===== config.mk =====
export PLATFORM = sky130hd
export DESIGN_NAME = rsp_token_rx
export DESIGN_NICKNAME = d
export VERILOG_FILES = /design/src/rtl/rsp_rx_pkg.sv /design/src/rtl/rsp_rst_sync.sv /design/src/rtl/rsp_crc7.sv /design/src/rtl/rsp_ctrl.sv /design/src/rtl/rsp_frame.sv /design/src/rtl/rsp_token_rx.sv
export SDC_FILE = /design/constraint.sdc
export NUM_CORES = 1
export LEC_CHECK = 0
export CORE_MARGIN = 3
export CORE_UTILIZATION = 55
export CTS_CLUSTER_DIAMETER = 60
export DETAILED_ROUTE_END_ITERATION = 8
export GPL_TIMING_DRIVEN = 0
export PLACE_DENSITY_LB_ADDON = 0.3
export SKIP_LAST_GASP = 1
export SYNTH_ARGS = -nofsm -noshare
export SYNTH_HDL_FRONTEND = slang
export SYNTH_SLANG_ARGS = --single-unit

===== constraint.sdc =====
create_clock -name clk -period 10.75 [get_ports clk]
set_clock_uncertainty 0.1 [all_clocks]
set_input_delay 2.15 -clock clk [delete_from_list [all_inputs] [get_ports clk]]
set_output_delay 2.15 -clock clk [all_outputs]
set_load 0.005 [all_outputs]

===== src/rtl/rsp_rx_pkg.sv =====
package rsp_rx_pkg;
  typedef enum logic [2:0] {
    ST_IDLE,
    ST_WAIT,
    ST_RECV,
    ST_EVAL,
    ST_BUSY
  } rx_state_e;

  localparam logic [1:0] KIND_NONE  = 2'b00;
  localparam logic [1:0] KIND_LONG  = 2'b01;
  localparam logic [1:0] KIND_SHORT = 2'b10;
  localparam logic [1:0] KIND_BUSY  = 2'b11;
endpackage


===== src/rtl/rsp_rst_sync.sv =====
module rsp_rst_sync (
  input  logic clk,
  input  logic rst_n,
  output logic rst_n_sync
);
  logic [1:0] stage_q;

  always_ff @(posedge clk or negedge rst_n) begin
    if (!rst_n) stage_q <= 2'b00;
    else        stage_q <= {stage_q[0], 1'b1};
  end

  assign rst_n_sync = stage_q[1];
endmodule


===== src/rtl/rsp_crc7.sv =====
module rsp_crc7 #(
  parameter int CRC_W = 7,
  parameter logic [CRC_W-1:0] POLY = 7'h09
) (
  input  logic             clk,
  input  logic             rst_n,
  input  logic             clr,
  input  logic             upd,
  input  logic             bit_in,
  output logic [CRC_W-1:0] crc
);
  logic [CRC_W-1:0] crc_q, crc_d;
  logic             fb;

  always_comb begin
    fb    = crc_q[CRC_W-1] ^ bit_in;
    crc_d = crc_q;
    if (clr) begin
      crc_d = '0;
    end else if (upd) begin
      crc_d = {crc_q[CRC_W-2:0], 1'b0} ^ (fb ? POLY : '0);
    end
  end

  always_ff @(posedge clk or negedge rst_n) begin
    if (!rst_n) crc_q <= '0;
    else        crc_q <= crc_d;
  end

  assign crc = crc_q;
endmodule


===== src/rtl/rsp_ctrl.sv =====
module rsp_ctrl
  import rsp_rx_pkg::*;
#(
  parameter int SHORT_LEN = 48,
  parameter int LONG_LEN  = 136,
  parameter int HDR_LEN   = 8,
  parameter int CRC_W     = 7,
  parameter int IDX_W     = 6,
  parameter int TMO_LIM   = 64,
  localparam int CNT_W    = $clog2(LONG_LEN),
  localparam int TMO_W    = $clog2(TMO_LIM)
) (
  input  logic             clk,
  input  logic             rst_n,
  input  logic             smp_en,
  input  logic             cmd_end,
  input  logic [1:0]       cfg_kind,
  input  logic             cfg_crc_en,
  input  logic             cfg_idx_en,
  input  logic [IDX_W-1:0] cfg_cmd_idx,
  input  logic             cmd_in,
  input  logic             dat0_in,
  output logic             shift_en,
  output logic             crc_upd,
  output logic [CNT_W-1:0] bit_pos,
  output logic             eval,
  output logic             is_long,
  output logic             crc_chk,
  output logic             idx_chk,
  output logic [IDX_W-1:0] cmd_idx,
  output logic             done,
  output logic             busy_wait,
  output logic             tmo_err
);
  localparam int SHORT_WIN = SHORT_LEN - CRC_W - 1;
  localparam int LONG_WIN  = LONG_LEN - CRC_W - 1;

  rx_state_e        st_q, st_d;
  logic [CNT_W-1:0] pos_q, pos_d;
  logic [TMO_W-1:0] wcnt_q, wcnt_d;
  logic [1:0]       kind_q, kind_d;
  logic             crce_q, crce_d, idxe_q, idxe_d;
  logic [IDX_W-1:0] cidx_q, cidx_d;
  logic             done_q, done_d, tmo_q, tmo_d;
  logic [CNT_W-1:0] last_pos;
  logic             in_win;

  assign is_long  = (kind_q == KIND_LONG);
  assign last_pos = is_long ? CNT_W'(LONG_LEN - 1) : CNT_W'(SHORT_LEN - 1);

  always_comb begin
    st_d   = st_q;
    pos_d  = pos_q;
    wcnt_d = wcnt_q;
    kind_d = kind_q;
    crce_d = crce_q;
    idxe_d = idxe_q;
    cidx_d = cidx_q;
    done_d = done_q;
    tmo_d  = tmo_q;
    if (cmd_end) begin
      kind_d = cfg_kind;
      crce_d = cfg_crc_en;
      idxe_d = cfg_idx_en;
      cidx_d = cfg_cmd_idx;
      pos_d  = '0;
      wcnt_d = '0;
      tmo_d  = 1'b0;
      if (cfg_kind == KIND_NONE) begin
        done_d = 1'b1;
        st_d   = ST_IDLE;
      end else begin
        done_d = 1'b0;
        st_d   = ST_WAIT;
      end
    end else begin
      unique case (st_q)
        ST_WAIT: begin
          if (smp_en) begin
            if (!cmd_in) begin
              st_d  = ST_RECV;
              pos_d = CNT_W'(1);
            end else if (wcnt_q == TMO_W'(TMO_LIM - 1)) begin
              tmo_d  = 1'b1;
              done_d = 1'b1;
              st_d   = ST_IDLE;
            end else begin
              wcnt_d = wcnt_q + TMO_W'(1);
            end
          end
        end
        ST_RECV: begin
          if (smp_en) begin
            if (pos_q == last_pos) st_d = ST_EVAL;
            else                   pos_d = pos_q + CNT_W'(1);
          end
        end
        ST_EVAL: begin
          if (kind_q == KIND_BUSY) begin
            st_d = ST_BUSY;
          end else begin
            done_d = 1'b1;
            st_d   = ST_IDLE;
          end
        end
        ST_BUSY: begin
          if (smp_en && dat0_in) begin
            done_d = 1'b1;
            st_d   = ST_IDLE;
          end
        end
        default: st_d = ST_IDLE;
      endcase
    end
  end

  always_ff @(posedge clk or negedge rst_n) begin
    if (!rst_n) begin
      st_q   <= ST_IDLE;
      pos_q  <= '0;
      wcnt_q <= '0;
      kind_q <= KIND_NONE;
      crce_q <= 1'b0;
      idxe_q <= 1'b0;
      cidx_q <= '0;
      done_q <= 1'b0;
      tmo_q  <= 1'b0;
    end else begin
      st_q   <= st_d;
      pos_q  <= pos_d;
      wcnt_q <= wcnt_d;
      kind_q <= kind_d;
      crce_q <= crce_d;
      idxe_q <= idxe_d;
      cidx_q <= cidx_d;
      done_q <= done_d;
      tmo_q  <= tmo_d;
    end
  end

  always_comb begin
    bit_pos  = (st_q == ST_RECV) ? pos_q : '0;
    shift_en = smp_en && !cmd_end &&
               (((st_q == ST_WAIT) && !cmd_in) || (st_q == ST_RECV));
    if (is_long) in_win = (bit_pos >= CNT_W'(HDR_LEN)) && (bit_pos < CNT_W'(LONG_WIN));
    else         in_win = (bit_pos < CNT_W'(SHORT_WIN));
    crc_upd  = shift_en && in_win;
  end

  assign eval      = (st_q == ST_EVAL) && !cmd_end;
  assign crc_chk   = crce_q;
  assign idx_chk   = idxe_q && !is_long;
  assign cmd_idx   = cidx_q;
  assign done      = done_q;
  assign busy_wait = (st_q == ST_BUSY);
  assign tmo_err   = tmo_q;
endmodule


===== src/rtl/rsp_frame.sv =====
module rsp_frame #(
  parameter int SHORT_LEN = 48,
  parameter int LONG_LEN  = 136,
  parameter int HDR_LEN   = 8,
  parameter int CRC_W     = 7,
  parameter int IDX_W     = 6,
  parameter int ARG_W     = 32,
  localparam int CNT_W    = $clog2(LONG_LEN),
  localparam int SR_W     = LONG_LEN - HDR_LEN,
  localparam int PAY_W    = SR_W - CRC_W - 1
) (
  input  logic             clk,
  input  logic             rst_n,
  input  logic             cmd_end,
  input  logic             shift_en,
  input  logic             bit_in,
  input  logic [CNT_W-1:0] bit_pos,
  input  logic             eval,
  input  logic             is_long,
  input  logic             crc_chk,
  input  logic             idx_chk,
  input  logic [IDX_W-1:0] cmd_idx,
  input  logic [CRC_W-1:0] crc_calc,
  output logic [PAY_W-1:0] rsp_data,
  output logic [IDX_W-1:0] rsp_idx,
  output logic             crc_err,
  output logic             idx_err,
  output logic             frm_err
);
  logic [SR_W-1:0]  sr_q, sr_d;
  logic             dir_q, dir_d;
  logic [PAY_W-1:0] data_q, data_d;
  logic [IDX_W-1:0] idx_q, idx_d;
  logic             crce_q, crce_d, idxe_q, idxe_d, frme_q, frme_d;
  logic [IDX_W-1:0] rx_idx;
  logic [CRC_W-1:0] rx_crc;

  assign rx_idx = sr_q[SHORT_LEN-3 -: IDX_W];
  assign rx_crc = sr_q[CRC_W:1];

  always_comb begin
    sr_d   = sr_q;
    dir_d  = dir_q;
    data_d = data_q;
    idx_d  = idx_q;
    crce_d = crce_q;
    idxe_d = idxe_q;
    frme_d = frme_q;
    if (cmd_end) begin
      sr_d   = '1;
      dir_d  = 1'b0;
      data_d = '0;
      idx_d  = '0;
      crce_d = 1'b0;
      idxe_d = 1'b0;
      frme_d = 1'b0;
    end else if (eval) begin
      if (is_long) begin
        data_d = sr_q[SR_W-1 -: PAY_W];
        idx_d  = '0;
      end else begin
        data_d = PAY_W'(sr_q[CRC_W+ARG_W -: ARG_W]);
        idx_d  = rx_idx;
      end
      crce_d = crc_chk && (rx_crc != crc_calc);
      idxe_d = idx_chk && (rx_idx != cmd_idx);
      frme_d = !sr_q[0] || dir_q;
    end else if (shift_en) begin
      sr_d = {sr_q[SR_W-2:0], bit_in};
      if (bit_pos == CNT_W'(1)) dir_d = bit_in;
    end
  end

  always_ff @(posedge clk or negedge rst_n) begin
    if (!rst_n) begin
      sr_q   <= '0;
      dir_q  <= 1'b0;
      data_q <= '0;
      idx_q  <= '0;
      crce_q <= 1'b0;
      idxe_q <= 1'b0;
      frme_q <= 1'b0;
    end else begin
      sr_q   <= sr_d;
      dir_q  <= dir_d;
      data_q <= data_d;
      idx_q  <= idx_d;
      crce_q <= crce_d;
      idxe_q <= idxe_d;
      frme_q <= frme_d;
    end
  end

  assign rsp_data = data_q;
  assign rsp_idx  = idx_q;
  assign crc_err  = crce_q;
  assign idx_err  = idxe_q;
  assign frm_err  = frme_q;
endmodule


===== src/rtl/rsp_token_rx.sv =====
module rsp_token_rx #(
  parameter int SHORT_LEN = 48,
  parameter int LONG_LEN  = 136,
  parameter int HDR_LEN   = 8,
  parameter int CRC_W     = 7,
  parameter int IDX_W     = 6,
  parameter int ARG_W     = 32,
  parameter int TMO_LIM   = 64,
  localparam int CNT_W    = $clog2(LONG_LEN),
  localparam int PAY_W    = LONG_LEN - HDR_LEN - CRC_W - 1
) (
  input  logic             clk,
  input  logic             rst_n,
  input  logic             smp_en,
  input  logic             cmd_end,
  input  logic [1:0]       cfg_kind,
  input  logic             cfg_crc_en,
  input  logic             cfg_idx_en,
  input  logic [IDX_W-1:0] cfg_cmd_idx,
  input  logic             cmd_in,
  input  logic             dat0_in,
  output logic [PAY_W-1:0] rsp_data,
  output logic [IDX_W-1:0] rsp_idx,
  output logic             done,
  output logic             busy_wait,
  output logic             crc_err,
  output logic             idx_err,
  output logic             frm_err,
  output logic             tmo_err
);
  logic             rst_n_s;
  logic             shift_en, crc_upd, eval, is_long, crc_chk, idx_chk;
  logic [CNT_W-1:0] bit_pos;
  logic [IDX_W-1:0] cmd_idx;
  logic [CRC_W-1:0] crc_calc;

  rsp_rst_sync u_rst (
    .clk       (clk),
    .rst_n     (rst_n),
    .rst_n_sync(rst_n_s)
  );

  rsp_ctrl #(
    .SHORT_LEN(SHORT_LEN), .LONG_LEN(LONG_LEN), .HDR_LEN(HDR_LEN),
    .CRC_W(CRC_W), .IDX_W(IDX_W), .TMO_LIM(TMO_LIM)
  ) u_ctrl (
    .clk        (clk),
    .rst_n      (rst_n_s),
    .smp_en     (smp_en),
    .cmd_end    (cmd_end),
    .cfg_kind   (cfg_kind),
    .cfg_crc_en (cfg_crc_en),
    .cfg_idx_en (cfg_idx_en),
    .cfg_cmd_idx(cfg_cmd_idx),
    .cmd_in     (cmd_in),
    .dat0_in    (dat0_in),
    .shift_en   (shift_en),
    .crc_upd    (crc_upd),
    .bit_pos    (bit_pos),
    .eval       (eval),
    .is_long    (is_long),
    .crc_chk    (crc_chk),
    .idx_chk    (idx_chk),
    .cmd_idx    (cmd_idx),
    .done       (done),
    .busy_wait  (busy_wait),
    .tmo_err    (tmo_err)
  );

  rsp_crc7 #(.CRC_W(CRC_W)) u_crc (
    .clk   (clk),
    .rst_n (rst_n_s),
    .clr   (cmd_end),
    .upd   (crc_upd),
    .bit_in(cmd_in),
    .crc   (crc_calc)
  );

  rsp_frame #(
    .SHORT_LEN(SHORT_LEN), .LONG_LEN(LONG_LEN), .HDR_LEN(HDR_LEN),
    .CRC_W(CRC_W), .IDX_W(IDX_W), .ARG_W(ARG_W)
  ) u_frame (
    .clk     (clk),
    .rst_n   (rst_n_s),
    .cmd_end (cmd_end),
    .shift_en(shift_en),
    .bit_in  (cmd_in),
    .bit_pos (bit_pos),
    .eval    (eval),
    .is_long (is_long),
    .crc_chk (crc_chk),
    .idx_chk (idx_chk),
    .cmd_idx (cmd_idx),
    .crc_calc(crc_calc),
    .rsp_data(rsp_data),
    .rsp_idx (rsp_idx),
    .crc_err (crc_err),
    .idx_err (idx_err),
    .frm_err (frm_err)
  );
endmodule


==> results of run 1 <==
[placed cells by master, fill, tap and decap left out, drive strengths merged, types with 5 or more instances in the layout]
cell / Yosys / final
mux2: 10 / 10
nor3: 9 / 9
o21ai: 8 / 8
nor2: 28 / 28
a22o: 95 / 95
clkbuf: 49 / 97
a21oi: 39 / 39
xor2: 12 / 12
clkdlybuf4s50: 0 / 147
dfrtp: 296 / 296
clkinv: 0 / 5
nand3b: 129 / 129
xnor2: 13 / 13
nand3: 11 / 11
nor4: 5 / 5
nand2: 329 / 329
mux2i: 7 / 7
buf: 30 / 34
[per-stage QoR]
| step | hold WS, ps | instance area (um2) | setup WS, ps |
|---|---|---|---|
| 6_report | 152.6 | 14950 | 6280 |
| 5_1_grt | 193.7 | 14940 | 6112 |
| 4_1_cts | 169.2 | 14940 | 6282 |
| 3_5_place_dp | 166.8 | 13910 | 5948 |
| 3_3_place_gp | 241.7 | 13800 | -1145 |
| 2_1_floorplan | 231.2 | 11980 | 1790 |
[worst paths after layout]
check	to	slack, ps	cells past startpoint
max	busy_wait	6280	3
min	u_frame.rsp_data[54]$_DFFE_PN0P_	150	0
max reg2reg	u_frame.rsp_data[116]$_DFFE_PN0P_	7860	6
min reg2reg	u_frame.rsp_data[54]$_DFFE_PN0P_	150	0
max in group asynchronous	u_rst.stage_q[1]$_DFF_PN0_	8740	1
min in group clk	u_rst.stage_q[1]$_DFF_PN0_	270	0
[registers in the layout, summed over array words and instances (netlist names), 2 cells and up]
register          cells
u_frame.sr_q        128
u_frame.rsp_data    120
u_ctrl.pos_q          8
u_crc.crc             7
u_ctrl.cmd_idx        6
u_ctrl.wcnt_q         6
u_frame.rsp_idx       6
u_ctrl.st_q           3
u_ctrl.kind_q         2
u_rst.stage_q         2
[logic make-up after synthesis]
logic type               after synthesis  share of synthesized area, %
adder cells (fa/ha/maj)                2                        0.2088
buffers and inverters                 81                         2.768
flip-flops                           296                         61.83
AND/OR/NAND/NOR                      533                         21.83
multiplexers                          17                         1.525
other                                  1                       0.03130
AO/OA/AOI/OAI                        156                         9.984
XOR/XNOR                              25                         1.828
[area by class of cell]
cell class / count / area [um2] / share of cell area [%]
antenna: 2 / 5.005 / 0.03348
buffer: 79 / 324.1 / 2.168
clock buffer: 48 / 939.7 / 6.287
clock inverter: 8 / 92.59 / 0.6195
inverter: 2 / 7.507 / 0.05023
multi-input combinational: 734 / 4242 / 28.38
sequential: 296 / 7411 / 49.58
tap: 275 / 344.1 / 2.302
timing repair buffer: 151 / 1582 / 10.58
[power groups by stage]
stage,sequential (mW),clock (mW),combinational [mW]
2_1_floorplan,1.23,0,0.116
3_3_place_gp,1.24,0,0.163
4_1_cts,1.21,1.08,0.197
6_report,1.21,1.06,0.195
3_5_place_dp,1.22,0,0.195
5_1_grt,1.21,1.12,0.222
[worst max-delay path, delay by kind of cell, from the launching register on]
family	cells	cell delay (ps)
simple gates	1	430
flops	1	320
buf+inv	2	930
[per-layer routing]
metal / vias up / routed length [um]
met4: 0 / 622
met5: - / 0
li1: 4171 / -
met3: 46 / 1795
met1: 4429 / 12620
met2: 270 / 12660
==> summary.txt, run 1 <==
CTS
  • Cts bufs inserted: 30
  • Depth of the CTS H-tree: 1
  • Longest Clk Path Bufs: 3
  • CTS tree: yes
  • PostCTS Resize Cnt: 0
  • CTS sink cnt: 296
  • Worst-path clk slew: 60 ps
  • Buffer count from post-CTS setup fixing: 0
  • Clk Latency, worst-skew pair: 540 ps
  • CTS Hold Bufs: 0
  • Clk root buf: clkbuf_16

Setup path
  • CP Data Required Time: 8500 ps
  • Critical path, cell by cell: clkbuf_1 -> nor3b_1 -> clkdlybuf4s50_1
  • WP data arrival: 2220 ps
  • Critical path's largest stage delay: 610 ps
  • CP endpoint kind: output port
  • CP startpoint: u_ctrl.st_q[2]$_DFFE_PN0P_
  • Crit path kind: flop to output port
  • Crit path launch type: flop
  • Reg2reg start: u_ctrl.st_q[2]$_DFFE_PN0P_
  • Crit path max-delay cell type: clkdlybuf4s50_1
  • Crit-path max FO: 9

Synthesis
  • Yosys Warn Count: 0
  • Yosys top cell by area: dfrtp_1
  • Syn Area/Cell: 10.78 um2
  • EDFF count, synth: 0
  • Ys async rst share: 100.0%
  • Main flop type after synthesis: dfrtp_1
  • Synthesized net count: 1129
  • Post-synthesis cell type count: 44
  • Post-synth top cells: nand2_1 (329), dfrtp_1 (296), nand3b_1 (129)
  • Area contributors post-synth: dfrtp_1 (62%), nand2_1 (10%), nand3b_1 (8.1%)
  • Mapped Cells: 1111
  • Mapped cell area: 11980 um2
  • Yosys top cell area share: 61.83%
  • Sequential share of the synthesized area: 61.83%
  • Count leader, synth: nand2_1
  • Yosys reg bits: 296

Place
  • Routability Congestion: 0.8643
  • HPWL Detailed: 18730 um
  • I/O Buffers: 147
  • Post-Place Cells: 1537

Pwr
  • PD cells: 164.6 nW/um2
  • Total power: 2.461 mW
  • Internal: 1.886 mW
  • Leakage: 6.521 nW
  • Comb power frac: 7.9%
  • Reg power frac: 49.0%
  • Clock power share: 43.1%
  • Peak supply drop: 0.1160 mV
  • Net Sw Frac: 23.38%
  • P_sw: 575.3 uW

Layout
  • Syn-to-layout area delta: 24.76%
  • Layout cell share with drive strength beyond 1: 6.904%
  • Layout fillers: 1530
  • Layout Nets: 1312
  • Non-Filler Instances: 1595
  • Final core occ: 70.44%

Timing
  • Final slew viol count: 0
  • Slew @ Worst Pin: 977.1 ps
  • Setup TNS: 0 ps
  • FMAX: 0.2237 GHz
  • RSZ-0062 raised after global routing: false
  • Setup violators final: 0
  • Post-layout min period: 4470 ps
  • Final hold vios: 0
  • Final period util: 41.58%
  • Slew margin rel.: 34.36%

Global route
  • Gr usage total: 23.79%
  • Met1 Track Usage GR: 34.79%
  • Number of global-route vias before repair: 9011
  • GRT busiest layer: met2
  • GR Util met2: 37.16%
  • Met3 Usage GRT: 4.334%
  • Largest net degree at the start of global routing: 72
  • First-pass GRT wire length: 46550 um
  • Grt ovf: 0
  • Antenna violations before repair: 2

Detailed routing
  • Vias: 8916
  • DRC viols: 0
  • Via-per-instance ratio: 5.590
  • Antenna-violating nets left: 0
  • WL/cell: 17.36 um
  • Drt first pass iters: 5
  • Post-Route WL: 27700 um
  • Initial drt markers: 616

Floorplan
  • Placeable core area: 21220 um2
  • Die Ht: 153.6 um
  • IO Count: 148
  • Die W: 153.6 um
  • # rows: 53
  • Die area: 23590 um2
  • Initial Util: 56.46%

Job
  • Max Cap Viol: 0

Worst hold path
  • HP Class: flop to asynchronous set/reset pin

Outcome
  • Status: finished clean
Power figures use the tool's default switching activity.
==> run 2: changes to the inputs <==
clock period = 4.6 ns   (was 10.75 ns; I/O delays follow)
==> summary.txt, run 2 (same netlist as run 1, synthesis figures left out) <==
Place
  • Post-Place Cells: 1537 (unchanged)
  • DP Worst Slack: 989.1 ps (-4959 ps)
  • Placed Area: 13910 um2 (unchanged)
  • HPWL Detailed: 18370 um (-1.9%)
  • Routability Congestion: 0.8392 (-2.9%)
  • I/O Buffers: 147 (unchanged)

Setup path
  • CP Data Required Time: 3580 ps (-4920 ps)
  • Critical path depth: 3 (unchanged)
  • Worst r2r path cells: 6 (unchanged)
  • Crit path max-delay cell type: clkdlybuf4s50_1
  • Delay-heaviest family, CP: buffers and inverters
  • WP data arrival: 2170 ps (-50 ps)
  • Crit path kind: flop to output port
  • Critical path, cell by cell: clkbuf_1 -> nor3b_1 -> clkdlybuf4s50_1
  • CP endpoint kind: output port
  • Worst path bufs/invs: 2 (unchanged)
  • Crit path launch type: flop
  • Crit-path max FO: 9 (unchanged)
  • Critical path's largest stage delay: 620 ps (about the same)

Global route
  • Antenna violations before repair: 1 (-1)
  • Number of global-route vias before repair: 8810 (-2.2%)
  • First-pass GRT wire length: 46000 um (-1.2%)
  • Grt ovf: 0 (unchanged)
  • Gr usage total: 23.34% (-0.46 points)
  • Largest net degree at the start of global routing: 78 (+8.3%)

Detailed routing
  • Via-per-instance ratio: 5.639 (+0.87%)
  • Post-Route WL: 27320 um (-1.4%)
  • Initial drt markers: 573 (-7.0%)
  • Drt first pass iters: 5 (unchanged)
  • Vias: 8977 (+0.68%)
  • WL/cell: 17.16 um (-1.2%)
  • Antenna-violating nets left: 0 (unchanged)
  • DRC viols: 0 (unchanged)

Layout
  • Most frequent cells in the layout: nand2_1 (329), dfrtp_1 (295), clkdlybuf4s50_1 (147)
  • Layout Nets: 1312 (unchanged)
  • Number of flip-flops in the largest register: 128 (unchanged)
  • Final instance area: 14990 um2 (+0.29%)
  • Final core occ: 70.64% (+0.21 points)
  • # diodes: 0 (-2)
  • Layout fillers: 1554 (+1.6%)
  • Syn-to-layout area delta: 25.13%
  • Commonest non-fill, non-tap cell in the layout: nand2_1
  • Area of the multi-input gates: 4242 um2 (unchanged)
  • Most flop-heavy register: u_frame.sr_q
  • Layout cell share with drive strength beyond 1: 7.213% (+0.31 points)
  • Non-Filler Instances: 1592 (-0.19%)
  • Register area: 7411 um2 (unchanged)

Floorplan
  • Die Ht: 153.6 um (unchanged)
  • IO Count: 148 (unchanged)
  • Initial Util: 56.46% (unchanged)
  • # rows: 53 (unchanged)
  • Die area: 23590 um2 (unchanged)
  • Placeable core area: 21220 um2 (unchanged)
  • Die W: 153.6 um (unchanged)

CTS
  • CTS sink cnt: 296 (unchanged)
  • Depth of the CTS H-tree: 1 (unchanged)
  • Longest Clk Path Bufs: 3 (unchanged)
  • Clk Latency, worst-skew pair: 550 ps (about the same)
  • CTS tree: yes
  • Cts bufs inserted: 30 (unchanged)
  • CTS Hold Bufs: 0 (unchanged)
  • PostCTS Resize Cnt: 0 (unchanged)
  • Clk root buf: clkbuf_16
  • Buffer count from post-CTS setup fixing: 0 (unchanged)
  • Worst-path clk slew: 60 ps (about the same)

Worst hold path
  • Worst Hold Path Cells: 0
  • HP Class: flop to flop

Pwr
  • Leakage: 6.552 nW (+0.48%)
  • Total power: 5.871 mW (+140%)
  • Comb power frac: 7.6% (-0.3 points)
  • Reg power frac: 48.1% (-0.9 points)
  • Clock power share: 44.3% (+1.2 points)
  • P_sw: 1.377 mW (+140%)
  • Internal: 4.494 mW (+140%)
  • Peak supply drop: 0.2821 mV (+140%)
  • Net Sw Frac: 23.45% (+0.077 points)
  • PD cells: 391.7 nW/um2 (+140%)

Timing
  • Final hold vios: 0 (unchanged)
  • Setup violators final: 0 (unchanged)
  • Post-layout min period: 3188 ps
  • Final slew viol count: 0 (unchanged)
  • Hold_ws: 250.9 ps (+98.26 ps)
  • RSZ-0062 raised after global routing: false
  • Final period util: 69.29%
  • Slew @ Worst Pin: 970.2 ps (-6.947 ps)
  • PnR worst setup slack: 1412 ps (-4867 ps)
  • FMAX: 0.3137 GHz
  • Setup TNS: 0 ps (unchanged)
  • Slew margin rel.: 34.82% (+0.47 points)

Job
  • Max Cap Viol: 0 (unchanged)

Outcome
  • Status: finished clean
## run 2: cell types whose count changed in the layout (fill, tap and decap cells not counted)
cell and delta:
diode_2 -2, clkbuf_8 -5, clkinv_2 +4, bufinv_16 +3
clkinv_8 +1, clkinvlp_4 -1, clkinv_4 +2, clkbuf_1 -5
## run 2: layout make-up
type                            instances  share of cell area [%]
Clock inverter                         17                   1.527
Sequential cell                       296                   49.44
Tap cell                              275                   2.295
Timing Repair Buffer                  151                   10.55
Inverter                                2                 0.05008
Multi-Input combinational cell        734                   28.29
Clock buffer                           38                   5.684
Buffer                                 79                   2.162
## run 2: worst paths after layout
check	from	endpoint	slack, ps
setup / recovery	u_ctrl.st_q[2]$_DFFE_PN0P_	busy_wait	1410
hold reg to reg	u_rst.stage_q[0]$_DFF_PN0_	u_rst.stage_q[1]$_DFF_PN0_	250
hold / removal	u_rst.stage_q[0]$_DFF_PN0_	u_rst.stage_q[1]$_DFF_PN0_	250
max in group asynchronous	u_rst.stage_q[1]$_DFF_PN0_	u_frame.rsp_data[100]$_DFFE_PN0P_	2910
setup reg to reg	u_ctrl.st_q[2]$_DFFE_PN0P_	u_frame.rsp_data[116]$_DFFE_PN0P_	1800
min in group asynchronous	u_rst.stage_q[1]$_DFF_PN0_	u_frame.rsp_data[27]$_DFFE_PN0P_	360
## run 2: per-layer routing
| metal | part of all wire (%) | track usage, % | wire (um) | vias up |
|---|---|---|---|---|
| li1 | - | - | - | 4169 |
| met1 | 48 | 35.46 | 12980 | 4496 |
| met2 | 45 | 36.20 | 12280 | 275 |
| met3 | 6.1 | 3.715 | 1653 | 35 |
| met4 | 1.4 | 4.962 | 386 | 2 |
| met5 | 0.048 | 0 | 13 | - |
## run 2: worst register-to-register path, cell delays in order (launching register included)
cell      delay [ps]
dfrtp_1          360
clkbuf_1         190
nand3b_1         490
nor3_2           820
buf_2            350
buf_2            260
a22o_1           170
## run 2: power groups by stage
stage	Sequential [mW]	Combinational [mW]	Clock (mW)
2_1_floorplan	2.87	0.270	0
3_3_place_gp	2.90	0.380	0
3_5_place_dp	2.87	0.447	0
4_1_cts	2.82	0.453	2.63
5_1_grt	2.84	0.510	2.74
6_report	2.82	0.448	2.60
